===== src/rtl/fetch_ctrl_pkg.sv =====
package fetch_ctrl_pkg;

    typedef enum logic [3:0] {
        ST_RUN     = 4'd0,
        ST_IDLE    = 4'd1,
        ST_SQUASH  = 4'd2,
        ST_BLOCK   = 4'd3,
        ST_WRESP   = 4'd4,
        ST_WRETRY  = 4'd5,
        ST_ACCDONE = 4'd6,
        ST_TRAP    = 4'd7,
        ST_QUIESCE = 4'd8
    } fstate_e;

    localparam int NUM_STAGES = 4;

    function automatic logic can_fetch(fstate_e s);
        return (s == ST_RUN) || (s == ST_SQUASH) || (s == ST_ACCDONE);
    endfunction

endpackage


===== src/rtl/fetch_stall_tracker.sv =====
module fetch_stall_tracker #(
    parameter int NT = 2,
    localparam int NS = fetch_ctrl_pkg::NUM_STAGES
) (
    input  logic             clk,
    input  logic             rst_n,
    input  logic [NS*NT-1:0] block,
    input  logic [NS*NT-1:0] unblock,
    output logic [NT-1:0]    stall_now
);

    typedef struct packed {
        logic [NS*NT-1:0] bits;
    } trk_t;

    trk_t q, d;

    always_comb begin
        d      = q;
        d.bits = (q.bits | block) & ~unblock;
    end

    always_ff @(posedge clk) begin
        if (!rst_n) q <= '0;
        else        q <= d;
    end

    for (genvar t = 0; t < NT; t++) begin : g_thr
        logic [NS-1:0] col;
        for (genvar s = 0; s < NS; s++) begin : g_stg
            assign col[s] = d.bits[s*NT + t];
        end
        assign stall_now[t] = |col;
    end

    AST_NO_BLK_UNB: assert property (@(posedge clk) disable iff (!rst_n)
        (block & unblock) == '0);

endmodule


===== src/rtl/fetch_thread_fsm.sv =====
module fetch_thread_fsm
    import fetch_ctrl_pkg::*;
#(
    parameter int PC_W       = 32,
    parameter int TAG_W      = 3,
    parameter int INST_BYTES = 4
) (
    input  logic             clk,
    input  logic             rst_n,
    input  logic             active,
    input  logic             stall,
    input  logic             cmt_sq,
    input  logic [PC_W-1:0]  cmt_pc,
    input  logic             rob_sq,
    input  logic             dec_sq,
    input  logic [PC_W-1:0]  dec_pc,
    input  logic             req_sent,
    input  logic             req_refused,
    input  logic             retry_ok,
    input  logic             trap_hit,
    input  logic             quiesce_hit,
    input  logic             fetch_turn,
    input  logic             cmpl_hit,
    input  logic [TAG_W-1:0] cmpl_tag,
    output logic [3:0]       state,
    output logic [3:0]       state_nxt,
    output logic             redir_vld,
    output logic [PC_W-1:0]  redir_pc,
    output logic [PC_W-1:0]  redir_next_pc,
    output logic [TAG_W-1:0] issue_tag,
    output logic             cmpl_accept
);

    typedef struct packed {
        fstate_e          st;
        logic             vld;
        logic [PC_W-1:0]  pc;
        logic [TAG_W-1:0] tag;
        logic [TAG_W-1:0] otag;
    } thr_t;

    thr_t q, d;

    assign cmpl_accept = cmpl_hit && (q.st == ST_WRESP) && (cmpl_tag == q.otag);

    always_comb begin
        d     = q;
        d.vld = 1'b0;
        if (!active) begin
            d.st = ST_IDLE;
        end else if (q.st == ST_IDLE) begin
            d.st = ST_RUN;
        end else if (cmt_sq) begin
            d.st  = ST_SQUASH;
            d.pc  = cmt_pc;
            d.vld = 1'b1;
        end else if (rob_sq) begin
            d.st = ST_SQUASH;
        end else if (dec_sq && q.st != ST_SQUASH) begin
            d.st  = ST_SQUASH;
            d.pc  = dec_pc;
            d.vld = 1'b1;
        end else if (stall && q.st != ST_WRESP) begin
            d.st = ST_BLOCK;
        end else begin
            unique case (q.st)
                ST_BLOCK, ST_SQUASH: d.st = ST_RUN;
                ST_RUN: begin
                    if (req_sent || req_refused) begin
                        d.st   = req_sent ? ST_WRESP : ST_WRETRY;
                        d.otag = q.tag;
                        d.tag  = q.tag + TAG_W'(1);
                    end else if (trap_hit) begin
                        d.st = ST_TRAP;
                    end else if (quiesce_hit) begin
                        d.st = ST_QUIESCE;
                    end
                end
                ST_WRETRY:  if (retry_ok) d.st = ST_WRESP;
                ST_WRESP:   if (cmpl_accept) d.st = stall ? ST_BLOCK : ST_ACCDONE;
                ST_ACCDONE: if (fetch_turn) d.st = ST_RUN;
                default: ;
            endcase
        end
    end

    always_ff @(posedge clk) begin
        if (!rst_n) begin
            q     <= '0;
            q.st  <= ST_RUN;
        end else begin
            q <= d;
        end
    end

    assign state         = q.st;
    assign state_nxt     = d.st;
    assign redir_vld     = q.vld;
    assign redir_pc      = q.pc;
    assign redir_next_pc = q.pc + PC_W'(INST_BYTES);
    assign issue_tag     = q.tag;

    AST_CMT_SQUASH: assert property (@(posedge clk) disable iff (!rst_n)
        (active && q.st != ST_IDLE && cmt_sq) |=>
        (state == 4'd2 && redir_vld && redir_pc == $past(cmt_pc)));

    AST_ROB_HOLD: assert property (@(posedge clk) disable iff (!rst_n)
        (active && q.st != ST_IDLE && rob_sq) |=> (state == 4'd2));

    AST_DEC_IGNORED: assert property (@(posedge clk) disable iff (!rst_n)
        (active && q.st == ST_SQUASH && dec_sq && !cmt_sq && !rob_sq) |=>
        (!redir_vld && $stable(redir_pc)));

    AST_WRESP_STALL: assert property (@(posedge clk) disable iff (!rst_n)
        (active && q.st == ST_WRESP && !cmt_sq && !rob_sq && !dec_sq && !cmpl_accept) |=>
        (state == 4'd4));

endmodule


===== src/rtl/fetch_thread_ctrl.sv =====
module fetch_thread_ctrl
    import fetch_ctrl_pkg::*;
#(
    parameter int NT         = 2,
    parameter int PC_W       = 32,
    parameter int TAG_W      = 3,
    parameter int INST_BYTES = 4,
    parameter int DROP_W     = 8,
    parameter int TID_W      = (NT > 1) ? $clog2(NT) : 1
) (
    input  logic              clk,
    input  logic              rst_n,
    input  logic [NT-1:0]     thread_active,
    input  logic [NT-1:0]     dec_block,
    input  logic [NT-1:0]     dec_unblock,
    input  logic [NT-1:0]     ren_block,
    input  logic [NT-1:0]     ren_unblock,
    input  logic [NT-1:0]     exe_block,
    input  logic [NT-1:0]     exe_unblock,
    input  logic [NT-1:0]     cmt_block,
    input  logic [NT-1:0]     cmt_unblock,
    input  logic              ctx_stall,
    input  logic [NT-1:0]     cmt_squash,
    input  logic [NT*PC_W-1:0] cmt_squash_pc,
    input  logic [NT-1:0]     rob_squashing,
    input  logic [NT-1:0]     dec_squash,
    input  logic [NT*PC_W-1:0] dec_squash_pc,
    input  logic [NT-1:0]     req_sent,
    input  logic [NT-1:0]     req_refused,
    input  logic [NT-1:0]     retry_ok,
    input  logic [NT-1:0]     trap_hit,
    input  logic [NT-1:0]     quiesce_hit,
    input  logic [NT-1:0]     fetch_turn,
    input  logic              cmpl_valid,
    input  logic [TID_W-1:0]  cmpl_tid,
    input  logic [TAG_W-1:0]  cmpl_tag,
    output logic [NT*4-1:0]   thread_state,
    output logic [NT-1:0]     redirect_valid,
    output logic [NT*PC_W-1:0] redirect_pc,
    output logic [NT*PC_W-1:0] redirect_next_pc,
    output logic [NT*TAG_W-1:0] issue_tag,
    output logic              stage_active,
    output logic [DROP_W-1:0] drop_count
);

    localparam int NS = NUM_STAGES;

    logic [NT-1:0] stall_bits;
    logic [NT-1:0] accept;
    logic [NT-1:0] fetchable_nxt;
    logic [3:0]    st_nxt [NT];

    fetch_stall_tracker #(.NT(NT)) u_stall (
        .clk       (clk),
        .rst_n     (rst_n),
        .block     ({cmt_block, exe_block, ren_block, dec_block}),
        .unblock   ({cmt_unblock, exe_unblock, ren_unblock, dec_unblock}),
        .stall_now (stall_bits)
    );

    for (genvar i = 0; i < NT; i++) begin : g_thr
        fetch_thread_fsm #(.PC_W(PC_W), .TAG_W(TAG_W), .INST_BYTES(INST_BYTES)) u_fsm (
            .clk           (clk),
            .rst_n         (rst_n),
            .active        (thread_active[i]),
            .stall         (stall_bits[i] | ctx_stall),
            .cmt_sq        (cmt_squash[i]),
            .cmt_pc        (cmt_squash_pc[i*PC_W +: PC_W]),
            .rob_sq        (rob_squashing[i]),
            .dec_sq        (dec_squash[i]),
            .dec_pc        (dec_squash_pc[i*PC_W +: PC_W]),
            .req_sent      (req_sent[i]),
            .req_refused   (req_refused[i]),
            .retry_ok      (retry_ok[i]),
            .trap_hit      (trap_hit[i]),
            .quiesce_hit   (quiesce_hit[i]),
            .fetch_turn    (fetch_turn[i]),
            .cmpl_hit      (cmpl_valid && (cmpl_tid == TID_W'(i))),
            .cmpl_tag      (cmpl_tag),
            .state         (thread_state[i*4 +: 4]),
            .state_nxt     (st_nxt[i]),
            .redir_vld     (redirect_valid[i]),
            .redir_pc      (redirect_pc[i*PC_W +: PC_W]),
            .redir_next_pc (redirect_next_pc[i*PC_W +: PC_W]),
            .issue_tag     (issue_tag[i*TAG_W +: TAG_W]),
            .cmpl_accept   (accept[i])
        );
        assign fetchable_nxt[i] = thread_active[i] && can_fetch(fstate_e'(st_nxt[i]));
    end

    typedef struct packed {
        logic              act;
        logic [DROP_W-1:0] cnt;
    } top_t;

    top_t q, d;

    always_comb begin
        d     = q;
        d.act = |fetchable_nxt;
        if (cmpl_valid && accept == '0) d.cnt = q.cnt + DROP_W'(1);
    end

    always_ff @(posedge clk) begin
        if (!rst_n) q <= '0;
        else        q <= d;
    end

    assign stage_active = q.act;
    assign drop_count   = q.cnt;

    AST_ACCEPT_ONEHOT: assert property (@(posedge clk) disable iff (!rst_n)
        $onehot0(accept));

    AST_DROP_STEP: assert property (@(posedge clk) disable iff (!rst_n)
        (cmpl_valid && accept == '0) |=> (drop_count == $past(drop_count) + DROP_W'(1)));

    AST_DROP_HOLD: assert property (@(posedge clk) disable iff (!rst_n)
        (!cmpl_valid || accept != '0) |=> $stable(drop_count));

endmodule


===== config.mk =====
export PLATFORM = sky130hd
export DESIGN_NAME = fetch_thread_ctrl
export DESIGN_NICKNAME = d
export VERILOG_FILES = /design/src/rtl/fetch_ctrl_pkg.sv /design/src/rtl/fetch_stall_tracker.sv /design/src/rtl/fetch_thread_fsm.sv /design/src/rtl/fetch_thread_ctrl.sv
export SDC_FILE = /design/constraint.sdc
export NUM_CORES = 1
export LEC_CHECK = 0
export ABC_AREA = 1
export ABC_CLOCK_PERIOD_IN_PS = 5800
export BUFFER_PORTS_ARGS = -buffer_cell sky130_fd_sc_hd__buf_2
export CAP_MARGIN = 10
export CORE_AREA = 2 2 126 128
export CTS_CLUSTER_SIZE = 14
export DETAILED_ROUTE_END_ITERATION = 10
export DIE_AREA = 0 0 128 130
export MAX_ROUTING_LAYER = met4
export PLACE_DENSITY = 0.73
export SYNTH_ARGS = -nofsm -noshare
export SYNTH_HDL_FRONTEND = slang
export SYNTH_SLANG_ARGS = --single-unit

===== constraint.sdc =====
create_clock -name clk -period 5.8 [get_ports clk]
set_input_delay 1.16 -clock clk [delete_from_list [all_inputs] [get_ports clk]]
set_output_delay 1.16 -clock clk [all_outputs]
set_load 0.02 [all_outputs]

==> metrics.md, run 1 <==
| Metric | Value |
|---|---|
| Status | completed |
| Syn nets | 1181 |
| Crit Path Category | reg2out |
| Hpwl dp | 16800 um |
| Post CTS Setup Buffer Count | 0 |
| Setup TNS Final | 0 ns |
| Setup crit start kind | flop |
| Post-route cell area | approximately 0.0082 sq mm |
| Avg WL per Cell | around 15 um |
| Synthesis-stage register bit count | 103 |
| Power Internal | roughly 0.0012 W |
| Max IR drop VDD | about 0.00015 V |
| EDFF count, synth | 0 |
| Cts hold-fix bufs | 0 |
| Post-synth top flop | dfxtp_1 |
| Psw | 0.000641 W |
| CTS sink cnt | roughly 100 |
| Number of detailed-route iterations in the first pass | 5 |
| Gr ovfl total | 0 |
| Placed Area | between 0.007 and 0.008 sq mm |
| DRT iter0 DRCs | 372 |
| Core box area | between 0.015 and 0.02 sq mm |
| Finished Core Util | 0.531 |
| CTS resizes | 0 |
| # fillers | 1567 |
| Area Growth Syn to Fin | 20.6% |
| Die Height | between 100 and 150 um |
| Setup WS post-layout | about 2.1 ns |
| H-tree depth | 3 |
| Final Hold Viols | 0 |
| Worst EP arrival | roughly 2.6 ns |
| Post-route ant nets | 0 |
| Most common cell after layout, fill and taps aside | buf_2 |
| I/O pin count | between 300 and 400 |
| Synth cell types | 38 |
| Slew Viols, Final | 0 |
| CTS Buffer Depth | 2 |
| Clock share of power | 0.324 |
| CP Max Fanout | 5 |
| Nets | ~1400 |
| Final Power | 0.00185 W |
| Initial Util | 0.440 |
| Total GRT Usage | 0.258 |
| Asr flop ratio synth | 0 |
| Leak | ~4.0 nW |
| Wire length of the first global-routing pass | approximately 33000 um |
| Most frequent cells in the layout | buf_2, nand2_1, nor2_1 |
| Crit. End Element | output pin |
| Worst Tran Pin Value | approximately 0.86 ns |
| Synth Instances | around 1000 |
| Power Dens Cells | between 200 and 250 mW/mm^2 |
| Clk pin slew, worst setup/hold paths | 0.08 ns |
| Row count | 46 |
| Layout cell share with drive strength beyond 1 | 0.314 |
| Worst skew pair latency | around 0.36 ns |
| Seq pwr share | 0.437 |
| Logic pwr share | 0.239 |
| Syn_area_per_cell | slightly below 7 sq um |
| Layout Skew | ~0.014 ns |
| Period utilization | 0.640 |
| Slew margin rel. | 0.423 |
| DIE AREA | 0.0166 sq mm |
| Antenna violations before repair | 0 |
| TritonCTS buffer count | 9 |
| PortBufs | 324 |
| Max-cap violations | 0 |
| Mapped Area | between 0.006 and 0.007 sq mm |
| Total wire length | 21800 um |
| Worst Path Required | roughly 4.6 ns |
| Vias in the first global route | about 6700 |
| Final setup vio count | 0 |
| Vias/cell | between 5 and 6 |
| Switching portion of total power | 0.347 |
| Max Clock Freq | between 0.2 and 0.3 GHz |
| Hold WC Path Type | reg2reg |
| Pre-CTS setup slack | approximately 2.5 ns |
| Via count | approximately 7400 |
| Pin count of the biggest net entering global routing | 74 |
| DRC viols | 0 |
| Root buffer cell | clkbuf_16 |
| Final Wtd Congestion | 0.894 |
| DIE WIDTH | approximately 130 um |
| Fin crit period | between 3 and 4 ns |
| Synth warnings | 0 |
| Sequential fraction of the synthesis area | 0.304 |
| RSZ-0062 raised after global routing | no |
| Ant. Diodes | 0 |
| CTS tree | done |
kinds of logic (layout without fill, tap and decap cells):
family                     Yosys count  count (layout)  synth area share
and+or+nand+nor                    416             416             0.282
AOI/OAI and AO/OA                  214             214             0.172
buffers and inverters              214             432             0.166
DFF                                103             103             0.304
xor gates and xnor gates            52              52            0.0671
adders and majority gates            5               5           0.00922
worst max-delay path: stages (launching register included):
cell     delay [ns]
dfxtp_1        0.41
ha_1           0.23
nand2_2        0.09
nor3b_4        0.31
nand4_2        0.13
nor2_2         0.15
nand3_2        0.12
nor2_4         0.17
nand3_4        0.11
nor2_4         0.15
xor2_1         0.15
buf_2          0.18
stage by stage:
step	cells	hold slack, ns
6_report	1414	0.472
5_1_grt	1414	0.489
4_1_cts	1414	0.474
3_5_place_dp	1398	0.459
3_3_place_gp	1398	0.463
2_1_floorplan	1004	0.441
final cells by class:
type,instances,area [sq um],share of cell area
Clock buffer,9,225,0.0275
Clock inverter,7,62.6,0.00764
Inverter,86,323,0.0394
Multi-Input combinational cell,687,3600,0.440
Sequential cell,103,2060,0.252
Tap cell,192,240,0.0294
Timing Repair Buffer,330,1670,0.204
sequential cells by signal, summed over array words and instances (netlist names):
name                   cells
drop_count                 8
g_thr.u_fsm.issue_tag      6
g_thr.u_fsm.q              6
g_thr.u_fsm.redir_pc      64
g_thr.u_fsm.redir_vld      2
g_thr.u_fsm.state          8
stage_active               1
u_stall.q                  8
final timing paths:
| check | start | endpoint | slack (ns) | cells after the start |
|---|---|---|---|---|
| worst min register to register | g_thr[1].u_fsm.q[0] | g_thr[1].u_fsm.q[0] | 0.47 | 2 |
| worst min-delay path | g_thr[1].u_fsm.q[0] | g_thr[1].u_fsm.q[0] | 0.47 | 2 |
| worst max-delay path | g_thr[0].u_fsm.redir_pc[2] | redirect_next_pc[28] | 2.09 | 11 |
| worst max register to register | g_thr[0].u_fsm.state[1] | g_thr[0].u_fsm.redir_pc[25] | 3.17 | 9 |
power by group through the flow:
| stage | combinational (W) | clock [W] | sequential, W |
|---|---|---|---|
| after floorplan | 0.000319 | 0 | 0.000806 |
| after global placement | 0.000440 | 0 | 0.000823 |
| after detailed placement | 0.000439 | 0 | 0.000824 |
| after CTS | 0.000441 | 0.000613 | 0.000808 |
| after global routing | 0.000481 | 0.000636 | 0.000815 |
| final | 0.000441 | 0.000599 | 0.000808 |
synthesized netlist by cell type, drive strengths merged (4+ instances only):
cell type  instances  share of area
a21oi             87          0.064
nand3            105          0.084
xnor2             18          0.023
nand2            148          0.083
o21ai             77          0.057
nor2             126          0.076
nor3              15          0.014
xor2              34          0.044
o21bai             4         0.0044
a31oi             34          0.031
ha                 5         0.0092
a221oi             7         0.0090
buf               89          0.096
nand4             14          0.015
inv               86          0.048
clkbuf            39          0.022
dfxtp            103           0.30
layer usage:
layer | track usage | vias up | part of all wire
li1 | - | 3689 | -
met1 | 0.281 | 3342 | 0.39
met2 | 0.458 | 361 | 0.50
met3 | 0.0644 | 44 | 0.082
met4 | 0.0963 | 0 | 0.032
met5 | - | - | 0
(Power assumes the default switching activity.)
==> inputs of run 2 (changes only) <==
Settings changed: ABC_CLOCK_PERIOD_IN_PS 5800 to 3760, CORE_AREA 2 2 126 128 to 2 2 127 129, DIE_AREA 0 0 128 130 to 0 0 129 131, PLACE_DENSITY 0.73 to 0.72.
Clock period 5.8 ns to 3.76 ns, I/O delays scaled along.
==> metrics.md, run 2 (same netlist as run 1, synthesis figures left out) <==
| Metric | Value |
|---|---|
| Nets | about 1400 |
| Logic pwr share | 0.241 |
| Top cell by count, worst path | nor2_4 |
| Initial Util | 0.435 |
| Hold_sp | g_thr[1].u_fsm.q[0] |
| Worst Path Required | 3.01 ns |
| Most frequent cells in the layout | buf_2, nand2_1, nor2_1 |
| CTS Buffer Depth | 2 |
| Area Growth Syn to Fin | 21.2% |
| PortBufs | approximately 320 |
| Leak | slightly above 4 nW |
| Post CTS Setup Buffer Count | 0 |
| DIE AREA | around 0.017 sq mm |
| Row count | 46 |
| Gr ovfl total | 0 |
| # fillers | 1597 |
| DIE WIDTH | approximately 130 um |
| Period utilization | 0.889 |
| Finished Core Util | 0.527 |
| Core box area | approximately 0.016 sq mm |
| Final std cells w/o fill | ~1400 |
| Total wire length | approximately 22000 um |
| H-tree depth | 3 |
| Max IR drop VDD | roughly 0.00021 V |
| Fin crit period | roughly 3.3 ns |
| R2R depth | 9 |
| Reg2Reg Setup Slack | between 1.5 and 2 ns |
| Setup TNS Final | 0 ns |
| Final Hold Viols | 0 |
| Dpl cells | between 1000 and 1500 |
| Slew margin rel. | 0.517 |
| Max Clock Freq | around 0.30 GHz |
| Crit Path Category | reg2out |
| Status | completed |
| Wire length of the first global-routing pass | roughly 34000 um |
| CTS tree | done |
| Slew Viols, Final | 0 |
| Max-cap violations | 0 |
| CP max stage delay | 0.41 ns |
| Most common cell after layout, fill and taps aside | buf_2 |
| Final Wtd Congestion | 0.876 |
| Clk pin slew, worst setup/hold paths | roughly 0.07 ns |
| Crit path buf inv count | 1 |
| Crit path max-delay family | simple AND/OR/NAND/NOR gates |
| CTS resizes | 0 |
| Number of detailed-route iterations in the first pass | 5 |
| Post-route ant nets | 0 |
| Psw | approximately 0.00095 W |
| Power Dens Cells | between 300 and 400 mW/mm^2 |
| Die Height | 131 um |
| Via count | about 7400 |
| Pin count of the biggest net entering global routing | 73 |
| Root buffer cell | clkbuf_16 |
| Vias in the first global route | between 6000 and 7000 |
| Avg WL per Cell | between 15 and 20 um |
| Total GRT Usage | 0.260 |
| Worst EP arrival | approximately 2.6 ns |
| RSZ-0062 raised after global routing | no |
| Layout cell share with drive strength beyond 1 | 0.314 |
| Critical Path Source | g_thr[0].u_fsm.redir_pc[2] |
| TritonCTS buffer count | 9 |
| Worst skew pair latency | 0.35 ns |
| Reg-to-Reg Start | g_thr[1].u_fsm.state[1] |
| Layout Skew | 0.0121 ns |
| Crit. End Element | output pin |
| DRT iter0 DRCs | 383 |
| Antenna violations before repair | 0 |
| Cell chain of the critical path | ha_1 > nand2_2 > nor3b_4 > nand4_2 > nor2_2 > nand3_2 > nor2_4 > nand3_4 > nor2_4 > xor2_1 > buf_2 |
| Destination of the worst hold path | g_thr[1].u_fsm.q[0] |
| CTS sink cnt | 103 |
| CP Max Fanout | 5 |
| Final Power | ~0.0028 W |
| Worst reg2reg endpoint | g_thr[1].u_fsm.redir_pc[13] |
| Max reg flops | 64 |
| Hold WC Path Type | reg2reg |
| Setup crit start kind | flop |
| Worst Tran Pin Value | ~0.72 ns |
| Final setup vio count | 0 |
| Vias/cell | slightly above 5 |
| Critical path's slowest cell | dfxtp_1 |
| Hold Path Depth | 2 |
| Switching portion of total power | 0.334 |
| WHS | approximately 0.48 ns |
| Clock share of power | 0.318 |
| Ant. Diodes | 0 |
| Cts hold-fix bufs | 0 |
| Hpwl dp | 17200 um |
| I/O pin count | ~330 |
| Power Internal | roughly 0.0019 W |
| Seq pwr share | 0.441 |
| DRC viols | 0 |
-- run 2: tightest hold or removal path, delay by kind of cell, from the launching register on --
family | cells | cell delay (ns)
flops | 1 | 0.31
buf+inv | 1 | 0.06
compound gates | 1 | 0.06
-- run 2: power by group through the flow --
stage	registers (W)	logic, W	clock network [W]
6_report	0.00125	0.000683	0.000901
5_1_grt	0.00126	0.000748	0.000961
4_1_cts	0.00125	0.000684	0.000923
3_5_place_dp	0.00127	0.000681	0
3_3_place_gp	0.00127	0.000685	0
2_1_floorplan	0.00124	0.000491	0
-- run 2: per-layer routing --
layer  vias up  share of wire  routed length (um)  GRT usage
li1       3692              -                   -          -
met1      3328           0.39                8710      0.286
met2       333           0.51               11200      0.470
met3        33          0.077                1690     0.0472
met4         0          0.023                 507     0.0946
met5         -              0                   0          -
-- run 2: worst max-delay path by stage --
stage | endpoint | slack (ns) | cells past startpoint
3_3_place_gp | redirect_next_pc[28] | 0.94 | 11
5_1_grt | redirect_next_pc[28] | 0.23 | 11
2_1_floorplan | redirect_next_pc[28] | 1.02 | 10
3_5_place_dp | redirect_next_pc[28] | 0.80 | 11
6_report | redirect_next_pc[28] | 0.42 | 11
4_1_cts | redirect_next_pc[28] | 0.40 | 11
-- run 2: cell type report --
| class | instances | area, sq um | area share |
|---|---|---|---|
| clock buffers | 13 | 260 | 0.0316 |
| clock inverters | 3 | 17.5 | 0.00213 |
| inverters | 86 | 323 | 0.0392 |
| multi-input cells | 687 | 3600 | 0.438 |
| flip-flops and latches | 103 | 2060 | 0.251 |
| well taps | 216 | 270 | 0.0329 |
| repair buffers | 333 | 1690 | 0.205 |
-- run 2: metrics by stage --
stage / setup WS [ns] / area (sq um)
final: 0.419 / 8230
after global routing: 0.232 / 8230
after CTS: 0.401 / 8230
after detailed placement: 0.799 / 7950
after global placement: 0.935 / 7950
after floorplan: 1.02 / 6790
